$ cat src/rtl/pwr_bank_pkg.sv
// Shared types for the power-control register bank.
// The window encoding is taken from the two top address bits.
package pwr_bank_pkg;
    typedef enum logic [1:0] {
        WIN_PLAIN = 2'b00,
        WIN_RSVD  = 2'b01,
        WIN_CLR   = 2'b10,
        WIN_SET   = 2'b11
    } win_e;
endpackage

$ cat src/rtl/pwr_bank_decode.sv
// Address and data decode for the register bank.
// Splits the byte address into window, word index, range and alignment
// flags, and checks that an alias bit number fits in a word.
// Assumes NUM_REGS fits in the word-index field of the address.
module pwr_bank_decode
    import pwr_bank_pkg::*;
#(
    parameter int ADDR_W   = 16,
    parameter int DATA_W   = 32,
    parameter int NUM_REGS = 16,
    parameter int IDX_W    = 4,
    parameter int BIT_W    = 5
) (
    input  logic [ADDR_W-1:0] addr,
    input  logic [DATA_W-1:0] wdata,
    output win_e              win,
    output logic [IDX_W-1:0]  idx,
    output logic [BIT_W-1:0]  bit_idx,
    output logic              in_range,
    output logic              aligned,
    output logic              bit_ok
);
    localparam int WORD_W = ADDR_W - 4;

    logic [WORD_W-1:0] word;

    // Field split and validity flags.
    always_comb begin
        win      = win_e'(addr[ADDR_W-1 -: 2]);
        word     = addr[ADDR_W-3:2];
        idx      = word[IDX_W-1:0];
        in_range = (32'(word) < 32'(NUM_REGS));
        aligned  = (addr[1:0] == 2'b00);
        bit_ok   = (wdata < 32'(DATA_W));
        bit_idx  = wdata[BIT_W-1:0];
    end
endmodule

$ cat src/rtl/pwr_bank_regfile.sv
// Storage for the control words, one generated slot per word.
// A plain update replaces the word; set and clear updates touch one bit.
// Assumes wr_en is only raised for an accepted, in-range access.
module pwr_bank_regfile
    import pwr_bank_pkg::*;
#(
    parameter int DATA_W   = 32,
    parameter int NUM_REGS = 16,
    parameter int IDX_W    = 4,
    parameter int BIT_W    = 5
) (
    input  logic                       clk,
    input  logic                       rst_n,
    input  logic                       wr_en,
    input  win_e                       win,
    input  logic [IDX_W-1:0]           idx,
    input  logic [DATA_W-1:0]          wdata,
    input  logic [BIT_W-1:0]           bit_idx,
    output logic [NUM_REGS*DATA_W-1:0] words
);
    for (genvar g = 0; g < NUM_REGS; g++) begin : g_word
        logic [DATA_W-1:0] q;
        logic [DATA_W-1:0] nxt;

        // Next value of this word for the current update.
        always_comb begin
            nxt = q;
            if (wr_en && (idx == IDX_W'(g))) begin
                case (win)
                    WIN_PLAIN: nxt = wdata;
                    WIN_SET:   nxt[bit_idx] = 1'b1;
                    WIN_CLR:   nxt[bit_idx] = 1'b0;
                    default:   nxt = q;
                endcase
            end
        end

        // Word register with synchronous reset to zero.
        always_ff @(posedge clk) begin
            if (!rst_n) q <= '0;
            else        q <= nxt;
        end

        assign words[g*DATA_W +: DATA_W] = q;
    end
endmodule

$ cat src/rtl/pwr_bank_rsp.sv
// Registered response stage: valid, error and read data one cycle after
// the request. Assumes err and rdata are already qualified by the caller.
module pwr_bank_rsp #(
    parameter int DATA_W = 32
) (
    input  logic              clk,
    input  logic              rst_n,
    input  logic              req_valid,
    input  logic              err,
    input  logic [DATA_W-1:0] rdata,
    output logic              rsp_valid,
    output logic              rsp_err,
    output logic [DATA_W-1:0] rsp_rdata
);
    // Capture the response for the request presented this cycle.
    always_ff @(posedge clk) begin
        if (!rst_n) begin
            rsp_valid <= 1'b0;
            rsp_err   <= 1'b0;
            rsp_rdata <= '0;
        end else begin
            rsp_valid <= req_valid;
            rsp_err   <= req_valid & err;
            rsp_rdata <= req_valid ? rdata : '0;
        end
    end
endmodule

$ cat src/rtl/pwr_ctl_bank.sv
// Power-control register bank with secure-only writes and single-bit
// set/clear alias windows. Reads are open to every master.
// Assumes one request per cycle and a 32-bit word.
module pwr_ctl_bank
    import pwr_bank_pkg::*;
#(
    parameter int ADDR_W   = 16,
    parameter int DATA_W   = 32,
    parameter int NUM_REGS = 16
) (
    input  logic              clk,
    input  logic              rst_n,
    input  logic              req_valid,
    input  logic              req_write,
    input  logic              req_secure,
    input  logic [ADDR_W-1:0] req_addr,
    input  logic [DATA_W-1:0] req_wdata,
    output logic              rsp_valid,
    output logic              rsp_err,
    output logic [DATA_W-1:0] rsp_rdata
);
    localparam int IDX_W = (NUM_REGS > 1) ? $clog2(NUM_REGS) : 1;
    localparam int BIT_W = $clog2(DATA_W);

    win_e                       win;
    logic [IDX_W-1:0]           idx;
    logic [BIT_W-1:0]           bit_idx;
    logic                       in_range, aligned, bit_ok;
    logic                       win_ok, wr_ok, acc_err;
    logic [DATA_W-1:0]          rd_word;
    logic [NUM_REGS*DATA_W-1:0] words;

    pwr_bank_decode #(
        .ADDR_W(ADDR_W), .DATA_W(DATA_W), .NUM_REGS(NUM_REGS),
        .IDX_W(IDX_W), .BIT_W(BIT_W)
    ) u_dec (
        .addr(req_addr), .wdata(req_wdata), .win(win), .idx(idx),
        .bit_idx(bit_idx), .in_range(in_range), .aligned(aligned),
        .bit_ok(bit_ok)
    );

    // Access check: which writes are accepted and which requests fail.
    always_comb begin
        case (win)
            WIN_PLAIN:       win_ok = 1'b1;
            WIN_SET, WIN_CLR: win_ok = bit_ok;
            default:         win_ok = 1'b0;
        endcase
        wr_ok   = req_secure & in_range & aligned & win_ok;
        acc_err = req_write ? ~wr_ok : ~(in_range & aligned);
    end

    // Read mux: open to all masters, zero when the word does not exist.
    always_comb begin
        rd_word = '0;
        if (!req_write && in_range && aligned)
            rd_word = words[int'(idx)*DATA_W +: DATA_W];
    end

    pwr_bank_regfile #(
        .DATA_W(DATA_W), .NUM_REGS(NUM_REGS), .IDX_W(IDX_W), .BIT_W(BIT_W)
    ) u_regs (
        .clk(clk), .rst_n(rst_n), .wr_en(req_valid & req_write & wr_ok),
        .win(win), .idx(idx), .wdata(req_wdata), .bit_idx(bit_idx),
        .words(words)
    );

    pwr_bank_rsp #(.DATA_W(DATA_W)) u_rsp (
        .clk(clk), .rst_n(rst_n), .req_valid(req_valid), .err(acc_err),
        .rdata(rd_word), .rsp_valid(rsp_valid), .rsp_err(rsp_err),
        .rsp_rdata(rsp_rdata)
    );
endmodule

$ cat config.mk
export PLATFORM = sky130hd
export DESIGN_NAME = pwr_ctl_bank
export DESIGN_NICKNAME = d
export VERILOG_FILES = /design/src/rtl/pwr_bank_pkg.sv /design/src/rtl/pwr_bank_decode.sv /design/src/rtl/pwr_bank_regfile.sv /design/src/rtl/pwr_bank_rsp.sv /design/src/rtl/pwr_ctl_bank.sv
export SDC_FILE = /design/constraint.sdc
export NUM_CORES = 2
export LEC_CHECK = 0
export ABC_AREA = 0
export BUFFER_PORTS_ARGS = -buffer_cell sky130_fd_sc_hd__buf_2
export CAP_MARGIN = 30
export CORE_ASPECT_RATIO = 1.5
export CORE_MARGIN = 4
export CORE_UTILIZATION = 40
export CTS_BUF_LIST = sky130_fd_sc_hd__clkbuf_4 sky130_fd_sc_hd__clkbuf_8
export DETAILED_ROUTE_END_ITERATION = 8
export HOLD_SLACK_MARGIN = 0.02
export PLACE_DENSITY = 0.63
export SETUP_SLACK_MARGIN = 0.4
export SYNTH_ARGS = -nofsm -noshare
export SYNTH_HDL_FRONTEND = slang
export SYNTH_SLANG_ARGS = --single-unit
$ cat constraint.sdc
create_clock -name clk -period 2.7 [get_ports clk]
set_clock_uncertainty 0.2 [all_clocks]
set_input_delay 0.27 -clock clk [delete_from_list [all_inputs] [get_ports clk]]
set_output_delay 0.27 -clock clk [all_outputs]
set_load 0.02 [all_outputs]
# Word level (Yosys, flattened, before mapping)
# Cells that the tools add are included.
# classes
order_cmp	4
n_eq_ne	17
n_shift	1
mux	20
bitwise_logic	42
n_reduce_logical	42
# ops
op	n
32-bit case mux with 3 select lines	16
32-bit bitwise AND	16
32-bit bitwise OR	16
512-bit by 10-bit variable part select with 32-bit output	1
4-bit equality test, second input constant	8
32-bit by 6-bit less-than comparator with 1-bit output, second input constant	1
32-bit inverter	1
2-bit AND reduction	16
1-bit logical AND	19
4-bit by 3-bit equality test with 1-bit output, second input constant	4
12-bit by 5-bit less-than comparator with 1-bit output, second input constant	1
4-bit by 2-bit equality test with 1-bit output, second input constant	2
1-bit bitwise AND	7
5-bit by 6-bit less-than comparator with 1-bit output, second input constant	1
1-bit demux with 5-bit select	1
5-bit by 1-bit >= comparator with 1-bit output, second input constant	1
2-bit equality test, second input constant	2
4-bit by 1-bit equality test with 1-bit output, second input constant	1
2-bit zero test	2
4-bit zero test	1
3-bit AND reduction	1
3-bit nonzero test	1
1-bit 2-to-1 mux	2
1-bit inverter	2
3 further kinds	3
# word_totals
ff_bits	546
output_inout_bits	34
word_cells	145

# Longest topological paths before layout
# depth
depth_word	7
ltp_mapped	9

# By module
# Synthesis repeated with hierarchy kept, for this count alone.
# unflattened
hier_cells	2787
hier_area_um2	25483.2
# by_module_without_submodules
mod	n_inst	cells_per_inst	area_per_inst_um2	seq_area_each_um2
pwr_bank_regfile	1	2374	20094.3	10249.8
pwr_ctl_bank	1	314	4267.8	0.0
pwr_bank_rsp	1	74	958.4	680.7
pwr_bank_decode	1	25	162.7	0.0

# Worst setup path after synthesis
# OpenSTA, ideal clock, no wires.
# synth_timing
path_kind	input to register
from	input req_addr[2]
to	register u_rsp.rsp_rdata[10]
arrival_time_ns	2.220
required_ns	2.372
slack_ns	0.152
path_stages	6
path_buffers	3
path_cell_list	buf_2 buf_1 clkbuf_1 mux4_2 mux4_2 nor2b_1
# synth_between
elab_chain_cells	4
# synth_rtl
element	line_no	text
start: declaration	pwr_ctl_bank.sv:16	input logic [ADDR_W-1:0] req_addr,
branches (longest 4 deep; another with 512-bit by 10-bit variable part select with 32-bit output)	--	
end signal: assignment	pwr_bank_rsp.sv:24	rsp_rdata <= req_valid ? rdata : '0;
end: declaration	pwr_bank_rsp.sv:13	output logic [DATA_W-1:0] rsp_rdata
# Several ways; the timed one is not identified.
# A chain may end at the register's enable or synchronous reset.

# Worst setup path in the final report
# layout_timing
from	input req_wdata[1]
to	register u_regs.g_word[4].q[0]
# layout_between
elab_chain_cells	7
# layout_rtl
element	line_no	text
start: declaration	pwr_ctl_bank.sv:17	input logic [DATA_W-1:0] req_wdata,
branches (longest 7 deep; another with 32-bit by 6-bit less-than comparator with 1-bit output)	--	
end signal: assignment	pwr_bank_regfile.sv:41	else q <= nxt;
end: declaration	pwr_bank_regfile.sv:22	logic [DATA_W-1:0] q;
# Several ways; the timed one is not identified.

==> impl_results.md <==
- Antenna-violating nets left: 0
- Worst Path Required: 3020 ps
- Worst R2R Path Depth: 3
- Post-DP Area: 27000 µm²
- Router iterations before antenna repair: 6
- Worst R2R Start: u_regs.g_word[14].q[28]
- Yosys warns: 0
- Synth Area in Simple Gates: 7.78%
- Mapped Area: 24900 µm²
- Min-delay src: req_wdata[25]
- Final Wtd Congestion: 0.931
- DRT iter0 DRCs: 3163
- Worst r2r dst: u_rsp.rsp_rdata[28]
- Synthesized net count: 2499
- # IOs: 87
- Synth Area in XOR/XNOR: 0%
- Multiplexer area fraction after synthesis: 14.5%
- Fmax: 421 MHz
- Antenna violations before repair: 6
- First-pass GRT wire length: 146 mm
- Worst path arrival time: 2690 ps
- PortBufs: 86
- Count of cell types in the netlist: 41
- Worst setup EP type: flop
- Fin crit share: 87.9%
- Nets@finish: 2551
- Drt wl/cell: 29.0 µm
- H-tree depth: 3
- Vias in the first global route: 23300
- Post-synthesis sequential area ratio: 44.0%
- Sequential Area: 10900 µm²
- Largest net degree at the start of global routing: 188
- Dpl hpwl: 60.0 mm
- Clk buf depth: 3
- CTS tree: built
- CTS root buf: clkbuf_8
- Sink Count: 546
- Vias: 23600
- CTS buffer count: 85
- Number of vias per cell: 7.05
- DRC: 0
- Slew Limit Fails: 0
- Sequential fraction of design power: 48.7%
- Largest family of logic cells by synthesized area: compound AO/OA/AOI/OAI gates
- Avg Cell Area, Syn: 10.2 µm²
- Skew-Pair Late Insertion Delay: 680 ps
- Critical path launch point type: input port
- Area delta synth->final: 17.2%
- Core box area: 61400 µm²
- Yosys top cell area share: 44.0%
- Relative slew margins: 42.7%
- Layout cells sized above 1: 24.6%
- Total GRT Usage: 28.2%
- Comb power frac: 6.8%
- Final min period: 2370 ps
- Core Rows: 111
- Routed WL: 97.3 mm
- Crit-path cells: dlygate4sd3_1 -> buf_2 -> or2_2 -> o22a_1 -> nand3b_1 -> buf_4 -> o311ai_0 -> o21ai_1
- Max rail drop VDD: 0.331 mV
- WS Path Type: input port to flop
- LEAKAGE: 9.42 nW
- Setup_tns: 0 ps
- Area leader, netlist: dfxtp_1
- Family with the most delay on the worst path: buffers and inverters
- Crit-path max cell delay: 600 ps
- Clock share of power: 44.5%
- Die H: 313 µm
- WHS Path Cells: 4
- Worst reg2reg setup slack: 870 ps
- Clock-pin slew on the worst setup and hold paths: 60 ps
- RSZ-0062 raised after global routing: yes
- Worst slew pin tran: 859 ps
- Internal power: 12.3 mW
- Number of synthesized flops with an enable pin: 0
- Count leader, synth: dfxtp_1
- Post-synthesis cell count: 2446
- Switching Fraction: 25.4%
- Filler cells: 5685
- Synthesized flop and latch total: 546
- Status: complete, no violations
- Post-synth ARST share: 0%
- Starting Density: 40.5%
- Total gr overflow: 0
- Count of buffer and inverter cells on the critical path: 3
- Leading cell types by count after synthesis: dfxtp_1, o311ai_0, o21ai_0
- Synth top area cells: dfxtp_1, o311ai_0, mux4_2
- Setup Viol. Count Final: 0
- DIE AREA: 66300 µm²
- Multi-input gate area: 12500 µm²
- Fin. Hold Viols: 0
- Die Span X: 212 µm
- Slowest cell on the critical path: dlygate4sd3_1
- Fin area: 29100 µm²
- Switch Pwr: 4.19 mW
- Post-Synth Adder-Cell Area: 0%
- Hold Path Sink: u_regs.g_word[0].q[25]
- Compound-Gate Fraction of Synth Area: 27.7%
- PwrDens: 567 nW/µm²
- CP Max Fanout: 15
- MaxCap Viol Count: 0
- Hold Crit Class: input port to flop
- Synth Flop Type: dfxtp_1
[what timing repair did]
action                                  CTS  global route
setup buffers                             0             0
hold endpoints to repair                 94             0
resized for setup                         0            13
endpoints found under the setup margin    0           140
hold buffers                             33             0
[cells by family after synthesis]
family	Yosys count
buffers and inverters	381
muxes	160
DFF	546
AOI/OAI and AO/OA	1013
and+or+nand+nor	346
[registers in the layout (all words and copies together) (netlist names)]
signal and count:
u_rsp.rsp_rdata 32, u_regs.g_word.q 512, u_rsp.rsp_valid 1, u_rsp.rsp_err 1
[worst max path at each step]
stage,startpoint,endpoint,slack (ps),cells after the start
after detailed placement,req_addr[7],u_regs.g_word[2].q[26],-100,8
after CTS,req_wdata[1],u_regs.g_word[3].q[26],430,8
after global routing,req_wdata[1],u_regs.g_word[6].q[0],320,8
final,req_wdata[1],u_regs.g_word[4].q[0],330,8
after floorplan,req_addr[7],u_regs.g_word[1].q[10],250,7
after global placement,req_addr[7],u_regs.g_word[2].q[23],-60,8
[stage by stage]
step                      total power [mW]  cells  worst slack (ps)  hold WS, ps  utilization [%]
after CTS                             16.6   3351               434         31.3             47.4
after global placement                9.25   3169             -59.8          240             44.0
after detailed placement              9.26   3169              -100          258             44.0
final                                 16.5   3354               327          114             47.5
after floorplan                       8.84   2446               248          232                -
after global routing                  17.0   3352               320          112             47.5
[area by class of cell]
class                           count  share of cell area, %
Antenna cell                        3                 0.0258
Clock buffer                      134                   5.75
Clock inverter                     15                  0.356
Timing Repair Buffer              314                   9.62
Sequential cell                   546                   37.5
Inverter                           32                  0.412
Tap cell                          791                   3.40
Multi-Input combinational cell   1519                   42.9
[power groups by stage]
stage | sequential (mW) | clock, mW | combinational, mW
finish | 8.06 | 7.36 | 1.12
global route | 8.05 | 7.78 | 1.15
CTS | 8.06 | 7.43 | 1.07
detailed placement | 8.24 | 0 | 1.03
global placement | 8.24 | 0 | 1.02
floorplan | 8.24 | 0 | 0.601
[worst reg2reg max path, stage by stage (launching register included)]
cell	delay [ps]
dfxtp_1	330
mux4_2	470
mux4_2	550
nor2b_1	160
[layer usage]
layer | up-vias | GRT usage (%) | routed length, µm
met5 | - | 0 | 13
met3 | 436 | 5.95 | 9730
li1 | 9975 | - | -
met2 | 1578 | 44.4 | 45100
met1 | 11600 | 35.6 | 35900
met4 | 2 | 16.6 | 6530
[placed cells by master, fill, tap and decap left out, types with 12 or more instances in the layout]
cell type      count
dfxtp_1          546
o311ai_0         417
o21ai_1          344
mux4_2           160
buf_4            151
o22ai_1          132
nand2_1          114
clkbuf_8         107
o21ai_0           90
buf_2             82
nor3_1            57
buf_12            44
nor2b_1           33
dlygate4sd3_1     33
inv_1             32
clkbuf_4          27
nand3_1           26
nor3b_1           23
nand3b_1          14
nand4_1           12
nand2_2           12
No activity file was read; power rests on OpenSTA's default activity.
